File: src/rtl/clu_steer_pkg.sv
package clu_steer_pkg;
    typedef enum logic [1:0] {
        MODE_SIMPLE   = 2'd0,
        MODE_BALANCED = 2'd1,
        MODE_ADVANCED = 2'd2,
        MODE_MODULO   = 2'd3
    } steer_mode_e;

    typedef enum logic {
        TURN_C0 = 1'b0,
        TURN_C1 = 1'b1
    } turn_e;

    localparam int unsigned NUM_CLU   = 2;
    localparam int unsigned LFSR_W    = 16;
    localparam logic [15:0] LFSR_SEED = 16'hACE1;
endpackage

File: src/rtl/clu_map_table.sv
module clu_map_table #(
    parameter int NLREG = 32,
    parameter int AW    = $clog2(NLREG)
) (
    input  logic          clk,
    input  logic          rst_n,
    input  logic [AW-1:0] rd_a,
    input  logic [AW-1:0] rd_b,
    output logic [1:0]    pres_a,
    output logic [1:0]    pres_b,
    input  logic          upd_en,
    input  logic          sa_v,
    input  logic          sb_v,
    input  logic          d_v,
    input  logic [AW-1:0] d_reg,
    input  logic          clu
);
    logic [1:0] map_q [NLREG];
    logic [1:0] clu_bit;

    assign clu_bit = clu ? 2'b10 : 2'b01;
    assign pres_a  = map_q[rd_a];
    assign pres_b  = map_q[rd_b];

    always_ff @(posedge clk or negedge rst_n) begin
        if (!rst_n) begin
            for (int i = 0; i < NLREG; i++) map_q[i] <= 2'b01;
        end else if (upd_en) begin
            if (sa_v) map_q[rd_a] <= map_q[rd_a] | clu_bit;
            if (sb_v) map_q[rd_b] <= map_q[rd_b] | clu_bit;
            if (d_v)  map_q[d_reg] <= clu_bit;
        end
    end


    dst_exclusive_chk: assert property (@(posedge clk) disable iff (!rst_n)
        (upd_en && d_v) |=> (map_q[$past(d_reg)] == $past(clu_bit)));


    pres_nonempty_chk: assert property (@(posedge clk) disable iff (!rst_n)
        (pres_a != 2'b00) && (pres_b != 2'b00));
endmodule

File: src/rtl/clu_load_ctr.sv
module clu_load_ctr #(
    parameter int CNT_W = 7
) (
    input  logic             clk,
    input  logic             rst_n,
    input  logic             inc,
    input  logic             dec,
    output logic [CNT_W-1:0] cnt
);
    localparam logic [CNT_W-1:0] CMAX = '1;

    always_ff @(posedge clk or negedge rst_n) begin
        if (!rst_n) begin
            cnt <= '0;
        end else if (inc && !dec) begin
            if (cnt != CMAX) cnt <= cnt + 1'b1;
        end else if (dec && !inc) begin
            if (cnt != '0) cnt <= cnt - 1'b1;
        end
    end


    ctr_hold_chk: assert property (@(posedge clk) disable iff (!rst_n)
        (inc == dec) |=> $stable(cnt));


    no_overflow_chk: assert property (@(posedge clk) disable iff (!rst_n)
        (inc && !dec && cnt == CMAX) |=> (cnt == CMAX));


    no_underflow_chk: assert property (@(posedge clk) disable iff (!rst_n)
        (dec && !inc && cnt == '0) |=> (cnt == '0));
endmodule

File: src/rtl/clu_turn_fsm.sv
module clu_turn_fsm
    import clu_steer_pkg::*;
(
    input  logic  clk,
    input  logic  rst_n,
    input  logic  adv_turn,
    input  logic  adv_lfsr,
    output turn_e turn,
    output logic  rnd_bit
);
    turn_e             state_q, state_d;
    logic [LFSR_W-1:0] lfsr_q;

    always_comb begin
        state_d = state_q;
        unique case (state_q)
            TURN_C0: if (adv_turn) state_d = TURN_C1;
            TURN_C1: if (adv_turn) state_d = TURN_C0;
            default: state_d = TURN_C0;
        endcase
    end

    always_ff @(posedge clk or negedge rst_n) begin
        if (!rst_n) begin
            state_q <= TURN_C0;
            lfsr_q  <= LFSR_SEED;
        end else begin
            state_q <= state_d;
            if (adv_lfsr)
                lfsr_q <= {lfsr_q[14:0], lfsr_q[15] ^ lfsr_q[13] ^ lfsr_q[12] ^ lfsr_q[10]};
        end
    end

    always_comb begin
        turn    = state_q;
        rnd_bit = lfsr_q[0];
    end


    turn_flip_chk: assert property (@(posedge clk) disable iff (!rst_n)
        adv_turn |=> (state_q != $past(state_q)));


    lfsr_live_chk: assert property (@(posedge clk) disable iff (!rst_n)
        $countones(lfsr_q) != 0);
endmodule

File: src/rtl/clu_policy.sv
module clu_policy
    import clu_steer_pkg::*;
#(
    parameter int CNT_W = 7
) (
    input  steer_mode_e      mode,
    input  logic             sa_v,
    input  logic             sb_v,
    input  logic [1:0]       pres_a,
    input  logic [1:0]       pres_b,
    input  logic [CNT_W-1:0] cnt0,
    input  logic [CNT_W-1:0] cnt1,
    input  logic [CNT_W-1:0] thr,
    input  turn_e            turn,
    input  logic             rnd_bit,
    output logic             clu,
    output logic             copy
);
    logic             feas0, feas1, lighter1, over;
    logic [CNT_W-1:0] gap;
    logic             bal_pick;

    always_comb begin
        feas0    = (!sa_v || pres_a[0]) && (!sb_v || pres_b[0]);
        feas1    = (!sa_v || pres_a[1]) && (!sb_v || pres_b[1]);
        lighter1 = cnt1 < cnt0;
        gap      = (cnt0 >= cnt1) ? (cnt0 - cnt1) : (cnt1 - cnt0);
        over     = gap > thr;
        bal_pick = feas0 ? 1'b0 : (feas1 ? 1'b1 : lighter1);
        unique case (mode)
            MODE_SIMPLE:   clu = feas0 ? 1'b0 : (feas1 ? 1'b1 : rnd_bit);
            MODE_BALANCED: clu = bal_pick;
            MODE_ADVANCED: clu = over ? lighter1 : bal_pick;
            MODE_MODULO:   clu = turn;
            default:       clu = 1'b0;
        endcase
        copy = (sa_v && !pres_a[clu]) || (sb_v && !pres_b[clu]);
    end
endmodule

File: src/rtl/clu_steer.sv
module clu_steer
    import clu_steer_pkg::*;
#(
    parameter int NLREG          = 32,
    parameter int CNT_W          = 7,
    parameter int IMB_THRESH_DEF = 8,
    parameter int AW             = $clog2(NLREG)
) (
    input  logic             clk,
    input  logic             rst_n,
    input  logic             ins_valid,
    input  logic             src_a_valid,
    input  logic [AW-1:0]    src_a_reg,
    input  logic             src_b_valid,
    input  logic [AW-1:0]    src_b_reg,
    input  logic             dst_valid,
    input  logic [AW-1:0]    dst_reg,
    input  logic [1:0]       steer_mode,
    input  logic             thr_load,
    input  logic [CNT_W-1:0] thr_value,
    input  logic             retire_c0,
    input  logic             retire_c1,
    output logic             steer_valid,
    output logic             steer_cluster,
    output logic             copy_needed
);
    steer_mode_e      mode;
    logic [1:0]       pres_a, pres_b;
    logic [CNT_W-1:0] cnt [NUM_CLU];
    logic [NUM_CLU-1:0] inc_v, dec_v;
    logic [CNT_W-1:0] thr_q;
    turn_e            turn;
    logic             rnd_bit, clu, copy;

    assign mode  = steer_mode_e'(steer_mode);
    assign dec_v = {retire_c1, retire_c0};
    assign inc_v = {ins_valid && clu, ins_valid && !clu};

    always_ff @(posedge clk or negedge rst_n) begin
        if (!rst_n)        thr_q <= CNT_W'(IMB_THRESH_DEF);
        else if (thr_load) thr_q <= thr_value;
    end

    clu_map_table #(.NLREG(NLREG), .AW(AW)) map_i (
        .clk(clk), .rst_n(rst_n),
        .rd_a(src_a_reg), .rd_b(src_b_reg),
        .pres_a(pres_a), .pres_b(pres_b),
        .upd_en(ins_valid), .sa_v(src_a_valid), .sb_v(src_b_valid),
        .d_v(dst_valid), .d_reg(dst_reg), .clu(clu)
    );

    for (genvar g = 0; g < NUM_CLU; g++) begin : g_ctr
        clu_load_ctr #(.CNT_W(CNT_W)) ctr_i (
            .clk(clk), .rst_n(rst_n),
            .inc(inc_v[g]), .dec(dec_v[g]), .cnt(cnt[g])
        );
    end

    clu_turn_fsm turn_i (
        .clk(clk), .rst_n(rst_n),
        .adv_turn(ins_valid && mode == MODE_MODULO),
        .adv_lfsr(ins_valid),
        .turn(turn), .rnd_bit(rnd_bit)
    );

    clu_policy #(.CNT_W(CNT_W)) pol_i (
        .mode(mode), .sa_v(src_a_valid), .sb_v(src_b_valid),
        .pres_a(pres_a), .pres_b(pres_b),
        .cnt0(cnt[0]), .cnt1(cnt[1]), .thr(thr_q),
        .turn(turn), .rnd_bit(rnd_bit),
        .clu(clu), .copy(copy)
    );

    assign steer_valid   = ins_valid;
    assign steer_cluster = clu;
    assign copy_needed   = ins_valid && copy;


    locality_chk: assert property (@(posedge clk) disable iff (!rst_n)
        (ins_valid && (mode == MODE_SIMPLE || mode == MODE_BALANCED)
         && (!src_a_valid || pres_a[0]) && (!src_b_valid || pres_b[0]))
        |-> (!steer_cluster && !copy_needed));


    override_chk: assert property (@(posedge clk) disable iff (!rst_n)
        (ins_valid && mode == MODE_ADVANCED
         && {1'b0, cnt[0]} > ({1'b0, cnt[1]} + {1'b0, thr_q}))
        |-> steer_cluster);


    thr_load_chk: assert property (@(posedge clk) disable iff (!rst_n)
        thr_load |=> (thr_q == $past(thr_value)));


    idle_quiet_chk: assert property (@(posedge clk) disable iff (!rst_n)
        !ins_valid |-> (!steer_valid && !copy_needed));
endmodule

File: config.mk
export PLATFORM = sky130hd
export DESIGN_NAME = clu_steer
export DESIGN_NICKNAME = d
export VERILOG_FILES = /design/src/rtl/clu_steer_pkg.sv /design/src/rtl/clu_map_table.sv /design/src/rtl/clu_load_ctr.sv /design/src/rtl/clu_turn_fsm.sv /design/src/rtl/clu_policy.sv /design/src/rtl/clu_steer.sv
export SDC_FILE = /design/constraint.sdc
export NUM_CORES = 1
export LEC_CHECK = 0
export ABC_AREA = 1
export BUFFER_PORTS_ARGS = -buffer_cell sky130_fd_sc_hd__buf_2
export CORE_MARGIN = 1
export CORE_UTILIZATION = 55
export CTS_CLUSTER_SIZE = 30
export DETAILED_ROUTE_END_ITERATION = 7
export PLACE_DENSITY_LB_ADDON = 0.12
export SYNTH_ARGS = -nofsm -noshare
export SYNTH_HDL_FRONTEND = slang
export SYNTH_SLANG_ARGS = --single-unit
File: constraint.sdc
create_clock -name clk -period 5.3 [get_ports clk]
set_clock_uncertainty 0.1 [all_clocks]
set_input_delay 1.06 -clock clk [delete_from_list [all_inputs] [get_ports clk]]
set_output_delay 1.06 -clock clk [all_outputs]
set_load 0.1 [all_outputs]
==> results of run 1 <==
## stage by stage
stage	util	worst slack [ns]	total power, mW
floorplan	-	0.01566	3.877
finish	0.6419	-0.06383	6.134
global placement	0.6028	0.2233	4.858
CTS	0.6340	-0.06013	5.840
detailed placement	0.6028	0.1421	4.900
global route	0.6419	-0.2742	6.643
## kinds of logic after synthesis
group / Yosys count / share of synthesized area
compound gates: 270 / 0.1592
xor+xnor: 19 / 0.01848
fa+ha+maj: 36 / 0.05335
buf+inv: 228 / 0.09933
flops: 102 / 0.2891
mux: 3 / 0.003751
simple gates: 855 / 0.3768
## report_power, final
| group | internal [mW] | switching, mW | leakage [nW] |
|---|---|---|---|
| combinational | 1.57 | 2.34 | 3.65 |
| clock | 0.341 | 0.359 | 0.151 |
| sequential | 1.19 | 0.335 | 1.17 |
## worst min-delay path, stage by stage, from the launching register on
cell and delay, ns:
dfrtp_1 0.35, nand2_1 0.05, o21ai_0 0.06
## cell usage after synthesis, drive strengths merged (2+ instances only)
| library cell | n |
|---|---|
| a211oi | 2 |
| a21oi | 136 |
| buf | 24 |
| clkbuf | 21 |
| clkinv | 2 |
| dfrtp | 61 |
| dfstp | 41 |
| fa | 4 |
| ha | 32 |
| inv | 181 |
| mux2 | 3 |
| nand2 | 577 |
| nand3 | 53 |
| nand4 | 15 |
| nor2 | 174 |
| nor3 | 29 |
| nor4 | 6 |
| o211ai | 3 |
| o21ai | 102 |
| o21bai | 19 |
| o221ai | 2 |
| o22ai | 3 |
| xnor2 | 5 |
| xor2 | 14 |
## area by class of cell
class | instances | area [µm²] | share of cell area
clock buffers | 9 | 225.2 | 0.02201
clock inverters | 7 | 86.33 | 0.008436
inverters | 183 | 686.9 | 0.06712
multi-input cells | 1183 | 5709 | 0.5579
flip-flops and latches | 102 | 2605 | 0.2546
well taps | 216 | 270.3 | 0.02641
repair buffers | 92 | 650.6 | 0.06358
## state kept, by name (all words and copies together), names as in the netlist
name	flops
turn_i.lfsr_q	16
g_ctr.ctr_i.cnt	14
turn_i.turn	1
map_i.map_q	64
thr_q	7
## cell usage in the layout, fill, tap and decap left out, drive strengths merged
cell type  netlist  layout
nand2          577     577
inv            181     185
nor2           174     174
a21oi          136     136
o21ai          102     102
buf             24      92
dfrtp           61      61
nand3           53      53
dfstp           41      41
ha              32      32
nor3            29      29
o21bai          19      19
nand4           15      15
xor2            14      14
clkbuf          21       9
nor4             6       6
xnor2            5       5
clkinv           2       5
fa               4       4
o211ai           3       3
o22ai            3       3
mux2             3       3
a211oi           2       2
o221ai           2       2
a31oi            1       1
a21o             1       1
nand3b           1       1
a41oi            1       1
## repair_timing
action,4_1_cts,5_1_grt
setup endpoints to repair,1,7
resized for setup,18,29
setup buffers,13,2
pin swaps,17,12
## path summary, 6_finish.rpt
check | startpoint | to | depth (start not counted)
min in group asynchronous | rst_n | map_i.map_q[43] | 1
max reg2reg | g_ctr[0].ctr_i.cnt[5] | g_ctr[0].ctr_i.cnt[6] | 33
min | turn_i.lfsr_q[1] | turn_i.lfsr_q[2] | 2
max in group asynchronous | rst_n | map_i.map_q[20] | 2
max | g_ctr[0].ctr_i.cnt[5] | copy_needed | 23
min reg2reg | turn_i.lfsr_q[1] | turn_i.lfsr_q[2] | 2
## per-layer routing
layer,routed length (µm),global-route usage,vias up,share of wire
li1,-,-,4922,-
met1,12820,0.4720,4570,0.42
met5,0,0,-,0
met3,2655,0.07175,111,0.087
met4,1224,0.1614,0,0.040
met2,13910,0.6172,487,0.45
==> run metrics, run 1 <==
Worst path max stage delay 0.43 ns; maximum root-to-sink buffer count 2; CP delay by family, top compound AO/OA/AOI/OAI gates; status finished, violations left; #FFs+latches synth slightly above 100; global-route wire length before repair ~48,000 µm; syn_nets about 1,600; Ys Warns 0; Num CTS Buffers 9; vias in the first global route just over 9,000; CP Class flop to primary output; CP Max Fanout 7; Tightest Pin Transition ~0.91 ns; dpl hpwl roughly 21,000 µm; Cells after DPL 1,761; Routed WL ~30,000 µm; Chip Height roughly 130 µm; design area just over 0.01 mm²; critical path's slowest cell dfrtp_1; via count 10,090; Core ar. between 0.015 and 0.02 mm²; Mapped Cells around 1,500; failing checks design-rule violations, negative setup slack; crit start category flop; critical path capture point type primary output; TNS Setup -0.06383 ns; synthesized area about 0.0090 mm²; Slew Viols, Final 0; Peak Freq around 190 MHz; Site Rows 46; hold bufs inserted after CTS 0; DRT iter0 DRCs 1,162; worst path bufs/invs 4; Area contributors post-synth nand2_1 (24%), dfrtp_1 (17%), dfstp_2 (12%); fin cells ~1,800; Antenna Nets Post-Route 0; wire per inst about 17 µm; Critical Path RT slightly above 4 ns; RSZ-0062 raised after global routing true; Hold WC Path Type flop to flop; Avg Cell Area, Syn 5.953 µm²; Layout Nets between 1,500 and 2,000; Root Buffer clkbuf_16; setup violators final 1; Distinct cells, synth 35; largest net degree at the start of global routing between 80 and 90; Critical Path, Cell by Cell ha_4, nand2_2, nor2_1, a31oi_1, o221ai_2, buf_4, mux2_4, xor2_1, ha_1, nand2_1, nor2_2, nand2_1, o211ai_1, nand3_1, nand3_1, inv_1, nand2_2, nand4_4, buf_6, nand2_2, o211ai_1, a21oi_4, buf_12; I/O pin count 36; Placed Area slightly below 0.01 mm²; initial core utilization 0.5649; Final min period 5.364 ns; Tcrit/Tclk final 1.012; number of diodes 0; grt total ovfl 0; Total Die Area 0.01689 mm²; Clock transition at path regs roughly 0.080 ns; layout cells sized above 1 0.1301; initial antenna violation count 0; top-area cell type share of the netlist area 0.2405; GRT Overall Usage 0.3719; Worst R2R Setup Slack ~0.19 ns; fill count about 1,500; Power Density roughly 600 mW/mm²; Die W 130.0 µm; most used cell along the critical path nand2_2; post-synthesis sequential area ratio 0.2891; Leakage 4.973 nW; Post-synth EDFFs 0; slack of the critical path -0.06383 ns; worst path arrival time 4.20 ns; Final Hold Fails 0; CTS tree yes; area grow syn2layout 13.63%; max_cap viols 0; Vias/cell around 5.6; DRC viols 7; H-tree depth 3; Slew HR 0.3934; clock latency at the later pin of the worst-skew pair 0.37 ns; cell taking the most area after synthesis nand2_1; RePlAce Congestion between 1 and 1.5; ys flop type dfrtp_1; TritonCTS Sinks about 100; async set-reset flop share out of synthesis 1.000; peak supply drop 0.4941 mV; PortBufs 35; worst hold slack between 0.3 and 0.4 ns; drt pass-1 iters 8
Note: power is estimated with default switching activity, not from simulation.
==> inputs of run 2 (changes only) <==
- clock period: 5.3 -> 5.4 ns (I/O delays scaled with it)
==> run 2 against run 1 <==
  * The flow finishes with violations (negative setup slack)
  * Clock power hardly changed
  * Hold slack got worse by 0.0013 ns
  * Critical endpoint unchanged
  * First-iteration DRC count shrank 4.6%
  * Register-to-register slack improved by 0.05 ns
  * Routed wire length grew 3.0%
  * Setup slack gained 0.059 ns
  * Sequential cell count did not move
  * Total power is 5.7% higher
  * Highest routed layer unchanged
  * Utilization grew 1.2 points
  * Sequential power barely moved
==> run metrics, run 2 (synthesis gave the netlist of run 1 again) <==
status finished, violations left; failing checks negative setup slack; Worst R2R Setup Slack around 0.24 ns; global-route wire length before repair slightly below 50,000 µm; initial antenna violation count 0; Root Buffer clkbuf_16; commonest non-fill, non-tap cell in the layout nand2_1; Num CTS Buffers 9; Total Die Area ~0.017 mm²; largest net degree at the start of global routing 82; CP Class flop to primary output; Clock transition at path regs around 0.080 ns; setup violators final 1; capture point of the worst path copy_needed; Slew HR 0.4267; Final min period 5.404 ns; power share of the combinational group 0.659; TritonCTS Sinks around 100; Slew Viols, Final 0; Sequential Power Share 0.234; Core ar. 0.01594 mm²; CTS tree yes; vias in the first global route ~9,500; Sw Share 0.4952; critical path capture point type primary output; worst reg2reg path endpoint g_ctr[1].ctr_i.cnt[5]; DRT iter0 DRCs 1,108; initial core utilization 0.5649; final design utilization 0.6535; Power Density ~620 mW/mm²; Leakage ~5.0 nW; Peak Freq between 150 and 200 MHz; dpl hpwl around 21,000 µm; CP Max Fanout 6; critical path's slowest cell dfrtp_1; P_sw between 3 and 4 mW; grt total ovfl 0; wire per inst between 15 and 20 µm; most frequent cells in the layout nand2_1 (569), inv_1 (170), nor2_1 (168); Site Rows 46; H-tree depth 3; cell-internal power ~3.3 mW; largest registers map_i.map_q (64), turn_i.lfsr_q (16), g_ctr.ctr_i.cnt (14); max_cap viols 0; maximum root-to-sink buffer count 2; number of diodes 0; crit start category flop; Chip Height between 100 and 150 µm; Die W 130.0 µm; clock power share 0.108; peak supply drop approximately 0.56 mV; Vias/cell 5.698; Layout Nets about 1,600; Antenna Nets Post-Route 0; Cells after DPL approximately 1,800; clock latency at the later pin of the worst-skew pair ~0.37 ns; Routed WL around 32,000 µm; power after layout 6.482 mW; DRC viols 0; drt pass-1 iters 6; Hold WC Path Type flop to flop; worst path arrival time around 4.2 ns; slack of the critical path -0.004411 ns; crit path launch g_ctr[1].ctr_i.cnt[1]; area grow syn2layout 15.68%; layout cells sized above 1 0.1373; Critical Path RT roughly 4.2 ns; PortBufs 35; I/O pin count 36; Tightest Pin Transition ~0.86 ns; worst reg-to-reg path cell count 32; fin cells ~1,800; Biggest register map_i.map_q; RSZ-0062 raised after global routing true; RePlAce Congestion approximately 1.0; via count around 10,000; GRT Overall Usage 0.3782; reg2reg start g_ctr[1].ctr_i.cnt[1]; most used cell along the critical path nand2_1; Worst path max stage delay between 0.4 and 0.5 ns; TNS Setup -0.004411 ns; Tcrit/Tclk final 1.001; Largest register FFs 64; Final Hold Fails 0
[run 2: per-stage QoR]
stage	worst slack, ns	instance area [µm²]	hold WS, ns
after floorplan	0.01154	9037	0.3460
after global placement	0.1130	9574	0.3641
after detailed placement	0.06294	9574	0.3718
after CTS	0.03177	10130	0.3879
after global routing	-0.3064	10420	0.4061
final	-0.004411	10420	0.3834
[run 2: worst min path at each step]
stage	slack [ns]	cells past startpoint	end	start
final	0.38	2	turn_i.lfsr_q[6]	turn_i.lfsr_q[6]
after global routing	0.41	2	turn_i.lfsr_q[11]	turn_i.lfsr_q[11]
after CTS	0.39	1	turn_i.turn	turn_i.turn
after detailed placement	0.37	1	turn_i.turn	turn_i.turn
after global placement	0.36	2	turn_i.lfsr_q[4]	turn_i.lfsr_q[3]
after floorplan	0.35	1	turn_i.turn	turn_i.turn
[run 2: per-layer routing]
metal	wire, µm	share of wire	up-vias	global-route usage
li1	-	-	4921	-
met5	0	0	-	0
met1	12470	0.40	4675	0.4751
met3	3066	0.097	115	0.06396
met4	1446	0.046	0	0.1888
met2	14540	0.46	522	0.6288
[run 2: power by group through the flow]
stage | logic (mW) | registers [mW] | clock network (mW)
after CTS | 3.63 | 1.49 | 0.706
after global placement | 3.24 | 1.51 | 0
after floorplan | 2.39 | 1.39 | 0
after detailed placement | 3.28 | 1.51 | 0
after global routing | 4.68 | 1.54 | 0.731
final | 4.27 | 1.51 | 0.699
[run 2: layout make-up]
class / instances / area (µm²)
fill: 1487 / 5524
multi-input combinational: 1183 / 5818
sequential: 102 / 2609
tap: 216 / 270.3
timing repair buffer: 96 / 720.7
clock inverter: 7 / 83.83
inverter: 183 / 691.9
clock buffer: 9 / 225.2
[run 2: what timing repair did]
action	in CTS	in global routing
pin swaps	12	25
hold buffers	0	0
setup endpoints to repair	1	6
resized for setup	23	51
buffers inserted	20	7
[run 2: worst max-delay path: cells and delay by family, from the launching register on]
family,cells,cell delay [ns]
flops,1,0.42
compound gates,10,1.44
simple gates,6,0.43
fa+ha+maj,2,0.53
buf+inv,6,0.86
xor+xnor,1,0.17
